## src/rtl/phyacc_pkg.sv

```systemverilog
package phyacc_pkg;
  localparam int PA_W = 4;
  localparam int PD_W = 8;

  localparam int B_DONE = 31;
  localparam int B_RD   = 15;
  localparam int B_WR   = 14;

  typedef enum logic [1:0] {
    CMD_NONE  = 2'd0,
    CMD_READ  = 2'd1,
    CMD_WRITE = 2'd2
  } cmd_e;

  typedef struct packed {
    logic            is_read;
    logic [PA_W-1:0] addr;
    logic [PD_W-1:0] data;
  } phy_req_t;
endpackage

```

## src/rtl/phyacc_host_if.sv

```systemverilog
module phyacc_host_if
  import phyacc_pkg::*;
#(
  parameter int HOST_AW = 8,
  parameter logic [HOST_AW-1:0] REG_OFFSET = 'hEC
) (
  input  logic               host_wr_en,
  input  logic [HOST_AW-1:0] host_addr,
  input  logic [31:0]        host_wdata,
  input  logic [3:0]         host_be,
  input  logic [PA_W-1:0]    cur_addr,
  input  logic [PD_W-1:0]    cur_data,
  output logic               sel,
  output logic               we_addr,
  output logic               we_data,
  output logic [PA_W-1:0]    nxt_addr,
  output logic [PD_W-1:0]    nxt_data,
  output cmd_e               cmd
);
  logic wr_hit;

  always_comb begin
    sel      = (host_addr == REG_OFFSET);
    wr_hit   = sel && host_wr_en;
    we_data  = wr_hit && host_be[0];
    we_addr  = wr_hit && host_be[1];
    nxt_data = we_data ? host_wdata[PD_W-1:0] : cur_data;
    nxt_addr = we_addr ? host_wdata[8 +: PA_W] : cur_addr;
    // read bit wins over write bit when both are set
    if (!we_addr)                cmd = CMD_NONE;
    else if (host_wdata[B_RD])   cmd = CMD_READ;
    else if (host_wdata[B_WR])   cmd = CMD_WRITE;
    else                         cmd = CMD_NONE;
  end
endmodule

```

## src/rtl/phyacc_cmd.sv

```systemverilog
module phyacc_cmd
  import phyacc_pkg::*;
(
  input  logic            clk,
  input  logic            rst_n,
  input  cmd_e            cmd_in,
  input  logic [PA_W-1:0] nxt_addr,
  input  logic [PD_W-1:0] nxt_data,
  input  logic            req_ready,
  output logic            req_valid,
  output phy_req_t        req,
  output logic            issue,
  output logic            rd_busy,
  output logic            wr_busy
);
  logic     pend_q;
  phy_req_t req_q;

  assign issue     = (cmd_in != CMD_NONE) && !pend_q;
  assign req_valid = pend_q;
  assign req       = req_q;
  assign rd_busy   = pend_q && req_q.is_read;
  assign wr_busy   = pend_q && !req_q.is_read;

  always_ff @(posedge clk) begin
    if (!rst_n) begin
      pend_q <= 1'b0;
      req_q  <= '0;
    end else if (issue) begin
      pend_q        <= 1'b1;
      req_q.is_read <= (cmd_in == CMD_READ);
      req_q.addr    <= nxt_addr;
      req_q.data    <= nxt_data;
    end else if (pend_q && req_ready) begin
      pend_q <= 1'b0;
    end
  end

  a_r5_hold_under_stall: assert property (@(posedge clk) disable iff (!rst_n)
    req_valid && !req_ready |=> req_valid && $stable(req));
  a_r5_clear_on_accept: assert property (@(posedge clk) disable iff (!rst_n)
    req_valid && req_ready |=> !req_valid);
  a_r7_no_relaunch: assert property (@(posedge clk) disable iff (!rst_n)
    req_valid && (cmd_in != CMD_NONE) |=> $stable(req));
  a_r6_one_busy: assert property (@(posedge clk) disable iff (!rst_n)
    $onehot0({rd_busy, wr_busy}));
endmodule

```

## src/rtl/phyacc_capture.sv

```systemverilog
module phyacc_capture
  import phyacc_pkg::*;
(
  input  logic            clk,
  input  logic            rst_n,
  input  logic            rsp_valid,
  input  logic [PA_W-1:0] rsp_addr,
  input  logic [PD_W-1:0] rsp_data,
  input  logic            cmd_issue,
  output logic            done,
  output logic [PA_W-1:0] cap_addr,
  output logic [PD_W-1:0] cap_data
);
  always_ff @(posedge clk) begin
    if (!rst_n) begin
      done     <= 1'b0;
      cap_addr <= '0;
      cap_data <= '0;
    end else begin
      if (rsp_valid) begin
        cap_addr <= rsp_addr;
        cap_data <= rsp_data;
      end
      if (cmd_issue)      done <= 1'b0;
      else if (rsp_valid) done <= 1'b1;
    end
  end

  a_r8_done_on_reply: assert property (@(posedge clk) disable iff (!rst_n)
    rsp_valid && !cmd_issue |=> done);
  a_r9_clear_wins: assert property (@(posedge clk) disable iff (!rst_n)
    cmd_issue |=> !done);
  a_r8_capture_hold: assert property (@(posedge clk) disable iff (!rst_n)
    !rsp_valid |=> $stable(cap_addr) && $stable(cap_data));
endmodule

```

## src/rtl/phy_reg_access_ctrl.sv

```systemverilog
module phy_reg_access_ctrl
  import phyacc_pkg::*;
#(
  parameter int HOST_AW = 8,
  parameter logic [HOST_AW-1:0] REG_OFFSET = 'hEC
) (
  input  logic               clk,
  input  logic               rst_n,
  input  logic               host_wr_en,
  input  logic [HOST_AW-1:0] host_addr,
  input  logic [31:0]        host_wdata,
  input  logic [3:0]         host_be,
  output logic [31:0]        host_rdata,
  output logic               req_valid,
  input  logic               req_ready,
  output logic               req_is_read,
  output logic [PA_W-1:0]    req_addr,
  output logic [PD_W-1:0]    req_data,
  input  logic               rsp_valid,
  input  logic [PA_W-1:0]    rsp_addr,
  input  logic [PD_W-1:0]    rsp_data
);
  logic [PA_W-1:0] fld_addr_q, nxt_addr, cap_addr;
  logic [PD_W-1:0] fld_data_q, nxt_data, cap_data;
  logic            sel, we_addr, we_data, issue, rd_busy, wr_busy, done;
  cmd_e            cmd;
  phy_req_t        req;

  phyacc_host_if #(.HOST_AW(HOST_AW), .REG_OFFSET(REG_OFFSET)) u_host (
    .host_wr_en(host_wr_en), .host_addr(host_addr), .host_wdata(host_wdata),
    .host_be(host_be), .cur_addr(fld_addr_q), .cur_data(fld_data_q),
    .sel(sel), .we_addr(we_addr), .we_data(we_data),
    .nxt_addr(nxt_addr), .nxt_data(nxt_data), .cmd(cmd)
  );

  phyacc_cmd u_cmd (
    .clk(clk), .rst_n(rst_n), .cmd_in(cmd), .nxt_addr(nxt_addr),
    .nxt_data(nxt_data), .req_ready(req_ready), .req_valid(req_valid),
    .req(req), .issue(issue), .rd_busy(rd_busy), .wr_busy(wr_busy)
  );

  phyacc_capture u_cap (
    .clk(clk), .rst_n(rst_n), .rsp_valid(rsp_valid), .rsp_addr(rsp_addr),
    .rsp_data(rsp_data), .cmd_issue(issue), .done(done),
    .cap_addr(cap_addr), .cap_data(cap_data)
  );

  always_ff @(posedge clk) begin
    if (!rst_n) begin
      fld_addr_q <= '0;
      fld_data_q <= '0;
    end else begin
      if (we_addr) fld_addr_q <= nxt_addr;
      if (we_data) fld_data_q <= nxt_data;
    end
  end

  assign req_is_read = req.is_read;
  assign req_addr    = req.addr;
  assign req_data    = req.data;

  always_comb begin
    host_rdata = '0;
    if (sel) begin
      host_rdata[B_DONE]      = done;
      host_rdata[27:24]       = cap_addr;
      host_rdata[23:16]       = cap_data;
      host_rdata[B_RD]        = rd_busy;
      host_rdata[B_WR]        = wr_busy;
      host_rdata[11:8]        = fld_addr_q;
      host_rdata[7:0]         = fld_data_q;
    end
  end

  a_r1_idle_after_reset: assert property (@(posedge clk)
    !rst_n |=> !req_valid && !done);
  a_r5_busy_tracks_valid: assert property (@(posedge clk) disable iff (!rst_n)
    (rd_busy || wr_busy) == req_valid);
endmodule

```

## config.mk

```make
export PLATFORM = sky130hd
export DESIGN_NAME = phy_reg_access_ctrl
export DESIGN_NICKNAME = d
export VERILOG_FILES = /design/src/rtl/phyacc_pkg.sv /design/src/rtl/phyacc_host_if.sv /design/src/rtl/phyacc_cmd.sv /design/src/rtl/phyacc_capture.sv /design/src/rtl/phy_reg_access_ctrl.sv
export SDC_FILE = /design/constraint.sdc
export NUM_CORES = 1
export LEC_CHECK = 0
export ABC_AREA = 0
export BUFFER_PORTS_ARGS = -buffer_cell sky130_fd_sc_hd__buf_2
export CORE_MARGIN = 5
export CORE_UTILIZATION = 41
export CTS_BUF_LIST = sky130_fd_sc_hd__clkbuf_4
export CTS_CLUSTER_DIAMETER = 150
export CTS_CLUSTER_SIZE = 10
export DETAILED_ROUTE_END_ITERATION = 8
export GPL_TIMING_DRIVEN = 0
export PLACE_DENSITY = 0.84
export SYNTH_ARGS = -nofsm -noshare
export SYNTH_HDL_FRONTEND = slang
export SYNTH_SLANG_ARGS = --single-unit
```

## constraint.sdc

```tcl
create_clock -name clk -period 2 [get_ports clk]
set_input_delay 0.3 -clock clk [delete_from_list [all_inputs] [get_ports clk]]
set_output_delay 0.3 -clock clk [all_outputs]
set_load 0.01 [all_outputs]
```

==> results.sh <==
export IMPL_final_net_count=369
export IMPL_dr_max_layer_used="met4"
export IMPL_die_w_um=77.91
export IMPL_clk_latency_ns=0.34
export IMPL_dp_hpwl_um=3732
export IMPL_core_rowCount=24
export IMPL_powerDensity_nw_per_um2=591.8
export IMPL_core_um2=4414
export IMPL_setup_tns_ns=-0.1249
export IMPL_pin_count=107
export IMPL_setup_violations=8
export IMPL_setup_ws_ns=-0.02523
export IMPL_vias=1765
export IMPL_fmax_ghz=0.4938
export IMPL_leakage_nw=1.254
export IMPL_period_minus_slack_ns=2.025
export IMPL_numCtsBuffers=5
export IMPL_worst_slew_pin_slew_ns=0.8341
export IMPL_totalWireLength_um=5243
export IMPL_wl_met3_um=383
export IMPL_grt_first_pass_wirelength_um=7445
export IMPL_seq_area_frac_synth=0.4130
export IMPL_start_util=0.4283
export IMPL_end_kind="output port"
export IMPL_critPathMaxFanout=5
export IMPL_areaGrowthSynthToFinish_pct=44.08
export IMPL_ant_nets=0
export IMPL_wl_met2_um=2504
export IMPL_ctsHtreeMaxLevel=2
export IMPL_num_antenna_cells=0
export IMPL_syn_avg_cell_area_um2=8.960
export IMPL_synth_area_um2=1891
export IMPL_synth_cell_type_count=23
export IMPL_grt_usage=0.1495
export IMPL_cts_root_buffer="clkbuf_4"
export IMPL_cap_violations=0
export IMPL_cts_max_path_buffers=2
export IMPL_met1_length_um=2312
export IMPL_wl_per_cell_um=14.52
export IMPL_path_class="in -> out"
export IMPL_routed_via_density=4.889
export IMPL_cts_sinks=39
export IMPL_drcViolationCount=0
export IMPL_antenna_found_initial=0
export IMPL_slew_headroom=0.4409
export IMPL_grt_max_degree=13
export IMPL_period_share=1.013
export IMPL_drt_iter0_drc=68
export IMPL_gp_congestion=0.7954
export IMPL_hold_class="in -> reg"
export IMPL_cts_tree="yes"
export IMPL_critPathLaunchType="primary input"
export IMPL_final_cell_area_um2=2724
export IMPL_whs_ns=0.1968
export IMPL_synth_seq_cells=39
export IMPL_grt_setup_unrepaired="yes"
export IMPL_fin_skew_ns=0.01016
export IMPL_placed_area_um2=2366
export IMPL_grt_pass1_vias=1600
export IMPL_clk_pin_slew_ns=0.12
export IMPL_synthCells=211
export IMPL_drtPass1Iterations=4
export IMPL_grt_overflow=0
export IMPL_fin_total_pwr_w=0.001612
export IMPL_fp_dieH_um=77.91
export IMPL_peakVddDrop_v=0.0003455
export IMPL_synth_warnings=0
export IMPL_violations="negative setup slack"
export IMPL_worstPathRequired_ns=1.70
export IMPL_crit_arrival_ns=1.73
export IMPL_utilization=0.6171
export IMPL_io_buffers=79
export IMPL_drive_above_1_share=0.3916
export IMPL_hold_viol=0
export IMPL_drv_slew=0
export IMPL_status="finished with violations"
export IMPL_die_area_um2=6069
==> cell type report <==
class / count / area [µm²]
multi-input combinational: 156 / 1071
fill: 396 / 1690
clock inverter: 2 / 60.06
sequential: 39 / 780.7
timing repair buffer: 86 / 574.3
buffer: 20 / 127.6
tap: 52 / 65.06
clock buffer: 6 / 45.04
==> report_power, final <==
| part | total, W | leakage (nW) | switching [W] | internal [W] |
|---|---|---|---|---|
| logic | 0.000147 | 0.881 | 0.0000769 | 0.0000699 |
| clock network | 0.000666 | 0.0559 | 0.000263 | 0.000404 |
| registers | 0.000799 | 0.317 | 0.00000649 | 0.000792 |
==> sequential cells by signal, summed over array words and instances (netlist names) <==
register,cells
u_cap.done,1
u_cap.cap_addr,4
fld_addr_q,4
u_cap.cap_data,8
u_cmd.req,13
fld_data_q,8
u_cmd.req_valid,1
==> routing by layer <==
layer  GRT usage  vias to the layer above
li1            -                      884
met1      0.1924                      810
met2      0.2437                       65
met3     0.04745                        6
met4     0.03547                        0
met5           0                        -
==> kinds of logic (layout without fill, tap and decap cells) <==
group,Yosys count,after routing,synth area share
flops,39,39,0.4130
other cells,1,5,0.001984
mux,37,37,0.1959
buf+inv,20,114,0.05426
compound gates,19,19,0.06354
simple gates,95,95,0.2713
==> cells in the mapped netlist (all sizes together) <==
cell / number / share of area
and3: 9 / 0.030
o21bai: 1 / 0.0040
clkbuf: 12 / 0.024
nor2b: 13 / 0.043
or4b: 1 / 0.0053
conb: 1 / 0.0020
nand4: 1 / 0.0033
o21a: 1 / 0.0040
mux2i: 37 / 0.20
and2: 25 / 0.083
nand2: 40 / 0.079
nor4b: 1 / 0.0046
nor3: 2 / 0.0079
nor4: 1 / 0.011
dfxtp: 39 / 0.41
nor2: 2 / 0.0040
o21ai: 9 / 0.024
a21boi: 8 / 0.032
buf: 8 / 0.030
==> repair_timing <==
| action | in CTS | in global routing |
|---|---|---|
| gates resized for setup | 7 | 42 |
| gates cloned | 0 | 2 |
| hold buffers | 0 | 0 |
| setup buffers | 1 | 4 |
| pin swaps | 1 | 6 |
| endpoints found under the setup margin | 26 | 14 |
==> critical path, cell delays in order <==
cell       delay, ns
buf_6           0.09
or4b_4          0.53
buf_6           0.14
nor2_4          0.15
buf_6           0.15
clkbuf_16       0.14
and2_4          0.13
buf_6           0.09
==> worst paths after layout <==
check / from / end / slack [ns] / cells after the start
setup / recovery: host_addr[0] / host_rdata[8] / -0.03 / 8
hold / removal: host_wdata[1] / fld_data_q[1]$_SDFFE_PN0P_ / 0.20 / 3
setup reg to reg: u_cmd.req_valid$_SDFFE_PN0P_ / u_cmd.req[1]$_SDFFE_PN0P_ / 0.43 / 4
hold reg to reg: u_cmd.req[11]$_SDFFE_PN0P_ / u_cmd.req[11]$_SDFFE_PN0P_ / 0.46 / 2
==> cell usage in the layout, fill, tap and decap left out <==
cell type,instances
nor4_4,1
nand2_1,40
buf_6,22
buf_2,64
and2_1,12
clkbuf_16,1
nor2b_1,13
and3_4,1
clkbuf_1,10
nor2_4,1
a21boi_0,8
buf_4,7
nor2_1,1
buf_1,1
or4b_4,1
nor3_2,1
conb_1,5
bufinv_16,2
clkbuf_4,6
o21a_1,1
nor3_1,1
o21bai_1,1
dfxtp_1,39
mux2i_1,37
o21ai_0,9
and2_4,13
nor4b_1,1
buf_8,1
nand4_1,1
and3_1,8
==> metrics by stage <==
step                setup WS, ns  std cells
floorplan                0.08095        215
finish                  -0.02523        361
CTS                      0.01338        355
detailed placement       -0.5182        346
global placement         -0.4801        346
global route            -0.06761        361
Power figures use the tool's default switching activity.
